**src/rtl/bgpio_pkg.sv**
```systemverilog
package bgpio_pkg;

    localparam int ADDR_W = 6;
    localparam int DATA_W = 8;

    typedef enum logic [2:0] {
        SEL_EN   = 3'd0,
        SEL_DIR  = 3'd1,
        SEL_LVL  = 3'd2,
        SEL_RISE = 3'd3,
        SEL_FALL = 3'd4,
        SEL_IEN  = 3'd5,
        SEL_SMI  = 3'd6,
        SEL_STS  = 3'd7
    } reg_sel_e;

endpackage

```
**src/rtl/bgpio_sync.sv**
```systemverilog
module bgpio_sync #(
    parameter int W = 8
) (
    input  logic         clk,
    input  logic         rst_n,
    input  logic [W-1:0] raw,
    output logic [W-1:0] sync,
    output logic [W-1:0] rise,
    output logic [W-1:0] fall
);

    typedef struct packed {
        logic [W-1:0] s1;
        logic [W-1:0] s2;
        logic [W-1:0] prev;
    } sync_t;

    sync_t st_d, st_q;

    always_comb begin
        st_d      = st_q;
        st_d.s1   = raw;
        st_d.s2   = st_q.s1;
        st_d.prev = st_q.s2;
    end

    always_ff @(posedge clk or negedge rst_n) begin
        if (!rst_n) st_q <= '0;
        else        st_q <= st_d;
    end

    assign sync = st_q.s2;
    assign rise = st_q.s2 & ~st_q.prev;
    assign fall = ~st_q.s2 & st_q.prev;

endmodule

```
**src/rtl/bgpio_bank.sv**
```systemverilog
module bgpio_bank
    import bgpio_pkg::*;
#(
    parameter int           W        = 8,
    parameter logic         BANK_SEL = 1'b0,
    parameter logic [W-1:0] EN_RST   = '0
) (
    input  logic              clk,
    input  logic              rst_n,
    input  logic [ADDR_W-1:0] addr,
    input  logic              wr,
    input  logic [DATA_W-1:0] wdata,
    input  logic [W-1:0]      pin_sync,
    input  logic [W-1:0]      pin_rise,
    input  logic [W-1:0]      pin_fall,
    output logic [DATA_W-1:0] rdata,
    output logic [W-1:0]      oe,
    output logic [W-1:0]      out,
    output logic              irq
);

    localparam logic [2:0] NBYTES = 3'((W + 7) / 8);

    typedef struct packed {
        logic [W-1:0] en;
        logic [W-1:0] dir;
        logic [W-1:0] lvl;
        logic [W-1:0] rise;
        logic [W-1:0] fall;
        logic [W-1:0] ien;
        logic [W-1:0] smi;
        logic [W-1:0] sts;
    } bank_t;

    bank_t    bk_d, bk_q;
    logic     hit;
    logic     byte_ok;
    reg_sel_e sel;
    logic [W-1:0] rd_bits;

    assign hit     = (addr[5] == BANK_SEL);
    assign byte_ok = ({1'b0, addr[1:0]} < NBYTES);
    assign sel     = reg_sel_e'(addr[4:2]);

    always_comb begin
        bk_d = bk_q;
        for (int i = 0; i < W; i++) begin
            if (wr && hit && addr[1:0] == 2'(i / 8)) begin
                case (sel)
                    SEL_EN:   bk_d.en[i]   = wdata[3'(i % 8)];
                    SEL_DIR:  bk_d.dir[i]  = wdata[3'(i % 8)];
                    SEL_LVL:  if (!bk_q.dir[i]) bk_d.lvl[i] = wdata[3'(i % 8)];
                    SEL_RISE: bk_d.rise[i] = wdata[3'(i % 8)];
                    SEL_FALL: bk_d.fall[i] = wdata[3'(i % 8)];
                    SEL_IEN:  bk_d.ien[i]  = wdata[3'(i % 8)];
                    SEL_SMI:  bk_d.smi[i]  = wdata[3'(i % 8)];
                    default:  if (wdata[3'(i % 8)]) bk_d.sts[i] = 1'b0;
                endcase
            end
            // a fresh event applied after the clear so it wins
            if ((pin_rise[i] && bk_q.rise[i]) || (pin_fall[i] && bk_q.fall[i]))
                bk_d.sts[i] = 1'b1;
        end
    end

    always_ff @(posedge clk or negedge rst_n) begin
        if (!rst_n) begin
            bk_q     <= '0;
            bk_q.en  <= EN_RST;
            bk_q.dir <= '1;
        end else begin
            bk_q <= bk_d;
        end
    end

    always_comb begin
        case (sel)
            SEL_EN:   rd_bits = bk_q.en;
            SEL_DIR:  rd_bits = bk_q.dir;
            SEL_LVL:  rd_bits = (bk_q.dir & pin_sync) | (~bk_q.dir & bk_q.lvl);
            SEL_RISE: rd_bits = bk_q.rise;
            SEL_FALL: rd_bits = bk_q.fall;
            SEL_IEN:  rd_bits = bk_q.ien;
            SEL_SMI:  rd_bits = bk_q.smi;
            default:  rd_bits = bk_q.sts;
        endcase
        rdata = '0;
        if (hit && byte_ok) begin
            for (int i = 0; i < W; i++) begin
                if (addr[1:0] == 2'(i / 8)) rdata[3'(i % 8)] = rd_bits[i];
            end
        end
    end

    assign oe  = bk_q.en & ~bk_q.dir;
    assign out = bk_q.lvl;
    assign irq = |(bk_q.sts & bk_q.ien);

endmodule

```
**src/rtl/bgpio_ctrl.sv**
```systemverilog
module bgpio_ctrl
    import bgpio_pkg::*;
#(
    parameter int                  NUM_PINS = 14,
    parameter int                  SPLIT    = 10,
    parameter logic [NUM_PINS-1:0] EN_RST   = 14'h077F
) (
    input  logic                clk,
    input  logic                rst_n,
    input  logic [5:0]          reg_addr,
    input  logic                reg_wr,
    input  logic [7:0]          reg_wdata,
    output logic [7:0]          reg_rdata,
    input  logic [NUM_PINS-1:0] pin_in,
    output logic [NUM_PINS-1:0] pin_oe,
    output logic [NUM_PINS-1:0] pin_out,
    output logic                irq
);

    localparam int CORE_W = SPLIT;
    localparam int RES_W  = NUM_PINS - SPLIT;

    typedef struct packed {
        logic [DATA_W-1:0] rdata;
    } port_t;

    port_t pt_d, pt_q;

    logic [NUM_PINS-1:0] sync_v, rise_v, fall_v;
    logic [DATA_W-1:0]   core_rd, res_rd;
    logic                core_irq, res_irq;

    bgpio_sync #(.W(NUM_PINS)) u_sync (
        .clk  (clk),
        .rst_n(rst_n),
        .raw  (pin_in),
        .sync (sync_v),
        .rise (rise_v),
        .fall (fall_v)
    );

    bgpio_bank #(
        .W       (CORE_W),
        .BANK_SEL(1'b0),
        .EN_RST  (EN_RST[CORE_W-1:0])
    ) u_core (
        .clk     (clk),
        .rst_n   (rst_n),
        .addr    (reg_addr),
        .wr      (reg_wr),
        .wdata   (reg_wdata),
        .pin_sync(sync_v[CORE_W-1:0]),
        .pin_rise(rise_v[CORE_W-1:0]),
        .pin_fall(fall_v[CORE_W-1:0]),
        .rdata   (core_rd),
        .oe      (pin_oe[CORE_W-1:0]),
        .out     (pin_out[CORE_W-1:0]),
        .irq     (core_irq)
    );

    bgpio_bank #(
        .W       (RES_W),
        .BANK_SEL(1'b1),
        .EN_RST  (EN_RST[NUM_PINS-1:CORE_W])
    ) u_resume (
        .clk     (clk),
        .rst_n   (rst_n),
        .addr    (reg_addr),
        .wr      (reg_wr),
        .wdata   (reg_wdata),
        .pin_sync(sync_v[NUM_PINS-1:CORE_W]),
        .pin_rise(rise_v[NUM_PINS-1:CORE_W]),
        .pin_fall(fall_v[NUM_PINS-1:CORE_W]),
        .rdata   (res_rd),
        .oe      (pin_oe[NUM_PINS-1:CORE_W]),
        .out     (pin_out[NUM_PINS-1:CORE_W]),
        .irq     (res_irq)
    );

    always_comb begin
        pt_d       = pt_q;
        pt_d.rdata = core_rd | res_rd;
    end

    always_ff @(posedge clk or negedge rst_n) begin
        if (!rst_n) pt_q <= '0;
        else        pt_q <= pt_d;
    end

    assign reg_rdata = pt_q.rdata;
    assign irq       = core_irq | res_irq;

endmodule

```
**config.mk**
```make
export PLATFORM = sky130hd
export DESIGN_NAME = bgpio_ctrl
export DESIGN_NICKNAME = d
export VERILOG_FILES = /design/src/rtl/bgpio_pkg.sv /design/src/rtl/bgpio_sync.sv /design/src/rtl/bgpio_bank.sv /design/src/rtl/bgpio_ctrl.sv
export SDC_FILE = /design/constraint.sdc
export NUM_CORES = 1
export LEC_CHECK = 0
export CAP_MARGIN = 20
export CORE_ASPECT_RATIO = 0.75
export CORE_MARGIN = 4
export CORE_UTILIZATION = 40
export DETAILED_ROUTE_END_ITERATION = 8
export GPL_TIMING_DRIVEN = 0
export PLACE_DENSITY = 0.59
export SYNTH_ARGS = -nofsm -noshare
export SYNTH_HDL_FRONTEND = slang
export SYNTH_HIERARCHICAL = 1
export SYNTH_SLANG_ARGS = --single-unit
```
**constraint.sdc**
```tcl
create_clock -name clk -period 2.7 [get_ports clk]
set_clock_uncertainty 0.15 [all_clocks]
set_input_delay 0.27 -clock clk [delete_from_list [all_inputs] [get_ports clk]]
set_output_delay 0.27 -clock clk [all_outputs]
set_load 0.1 [all_outputs]
```
==> flow_metrics.tcl <==
set metrics [dict create \
    status "finished, final reports clean" \
    syn_area_sq_um 5840 \
    gr-usage-met3 0.0690 \
    met1_usage 0.255 \
    cp_max_fo 10 \
    grt_pass1_vias 4119 \
    cts_tree "done" \
    nNetsFinal 587 \
    wirelength_mm 14.1 \
    cts_num_sinks 118 \
    clockBufferDepth 2 \
    final_cell_mix "101 x dfrtp_1, 58 x mux2_1, 44 x clkdlybuf4s50_1" \
    rr_endpoint "reg_rdata[0]$_DFF_PN0_" \
    dr.pass1.iters 5 \
    min_period_ns 2.64 \
    required_ns 2.84 \
    cts_root_buf "clkbuf_16" \
    crit_top_cell "buf_2" \
    core_sq_um 14000 \
    rr_startpoint "u_core/bk_q[68]$_DFFE_PN1P_" \
    drt-initial-drc-count 399 \
    cp_slowest_stage_delay_ns 0.70 \
    cts_buffers 17 \
    clk_latency_ns 0.41 \
    io_pins 68 \
    drc 0 \
    p_per_area_nw_per_um2 768 \
    final_common_cell "dfrtp_1" \
    grt_start_max_net_pins 101 \
    path_cells "clkdlybuf4s50_1, buf_2, buf_2, mux4_2, or3b_1, o311a_1, or2_1" \
    tightest_slew_ns 0.978 \
    cts.reportedPaths.clkPinSlew_ns 0.06 \
    power_leakage_uw 0.00329 \
    drv_slew 0 \
    power_uw 5590 \
    crit_slowest_cell "clkdlybuf4s50_1" \
    antenna_found_initial 0 \
    die_y_microns 113 \
    cap_violations 0 \
    drive_above_1_share 0.285 \
    reg2reg_depth 5 \
    slew_headroom 0.346 \
    timing.final.crit_share 0.978 \
    vdd_drop_max_uv 420 \
    start_kind "input port" \
    r2r_slack_ns 0.30 \
    grt_usage 0.176 \
    syn_inst 470 \
    initial_utilization 0.416 \
    htree_levels 4 \
    overflow 0 \
    die_w_microns 148 \
    worstPathArrival_ns 2.78 \
    fin_cells 764 \
    busiest_layer "met1" \
    via_count 4021 \
    fmax_mhz 379 \
    synth_warnings 6 \
    dpl_cell_area_sq_um 6680 \
    whs_ns 0.107 \
    rows 37 \
    hp-class "in2async" \
    endpoint_kind "flip-flop" \
    ant_nets 0 \
    grt_pass1_wl_mm 22.6 \
    wl_per_cell_microns 18.4 \
    syn2layout_area_growth_pct 24.6 \
    final.setup.tns_ns 0 \
    dieArea_sq_um 16600 \
    critPathTopFamily "buffers and inverters" \
    hold_viol 0 \
    syn_area_per_cell_sq_um 12.4 \
    antenna_cells 0 \
    grtUsageMet2 0.242 \
    finalSetupViolCount 0 \
    dpl.cell_count 731 \
    critPathKind "in2reg" \
    placement.io_buffers 51 \
    n_fill_cell 1252 \
    vias_per_cell 5.26 \
    globalplace.congestion 0.880 \
    critPathBufInv 3 \
    finalInstanceArea_sq_um 7280 \
    rsz0062_at_grt "false" \
    dp_hpwl_mm 9.98 \
]
==> cell type report <==
type / count / area, sq um / area share
flip-flops and latches: 118 / 2970 / 0.409
multi-input cells: 310 / 2540 / 0.349
inverters: 4 / 15.0 / 0.00206
repair buffers: 53 / 557 / 0.0765
clock inverters: 12 / 128 / 0.0175
well taps: 195 / 244 / 0.0335
plain buffers: 52 / 363 / 0.0499
clock buffers: 20 / 457 / 0.0627
==> worst max-delay path by stage <==
stage / from / to / cells after the start
5_1_grt: u_core/bk_q[70]$_DFFE_PN1P_ / pin_oe[0] / 2
3_5_place_dp: reg_addr[2] / reg_rdata[0]$_DFF_PN0_ / 7
4_1_cts: u_core/bk_q[79]$_DFFE_PN1P_ / pin_oe[9] / 2
6_report: reg_addr[2] / reg_rdata[0]$_DFF_PN0_ / 7
3_3_place_gp: rst_n / u_resume/out[0]$_DFFE_PN0P_ / 1
2_1_floorplan: u_core/bk_q[71]$_DFFE_PN1P_ / pin_oe[1] / 1
==> report_power, final <==
group / internal [uW] / total, uW / switching (uW)
clock: 1400 / 2210 / 810
sequential: 2010 / 2200 / 191
combinational: 433 / 1180 / 743
==> metal layers <==
metal	vias to the layer above	routed length, microns
met4	0	238
li1	1829	-
met3	20	1240
met5	-	0
met1	2022	6610
met2	150	6010
==> sequential cells by signal (all words and copies together), names as in the netlist <==
signal	cells
u_sync/st_q	10
u_core/out	6
u_core/bk_q	42
reg_rdata	8
u_sync/sync	10
u_sync/st_d	10
u_resume/bk_q	28
u_resume/out	4
==> metrics by stage <==
stage	utilization	setup WS, ns
floorplan	-	0.407
global placement	0.474	-3.35
detailed placement	0.476	-0.336
CTS	0.518	0.0128
global route	0.519	0.00214
finish	0.519	0.0597
==> repair_timing <==
item | CTS | global route
setup endpoints to repair | 2 | 4
resized for setup | 2 | 4
pin swaps | 0 | 0
buffers inserted | 0 | 0
endpoints found under the hold margin | 103 | 0
hold buffers | 1 | 0
Power figures use the tool's default switching activity.
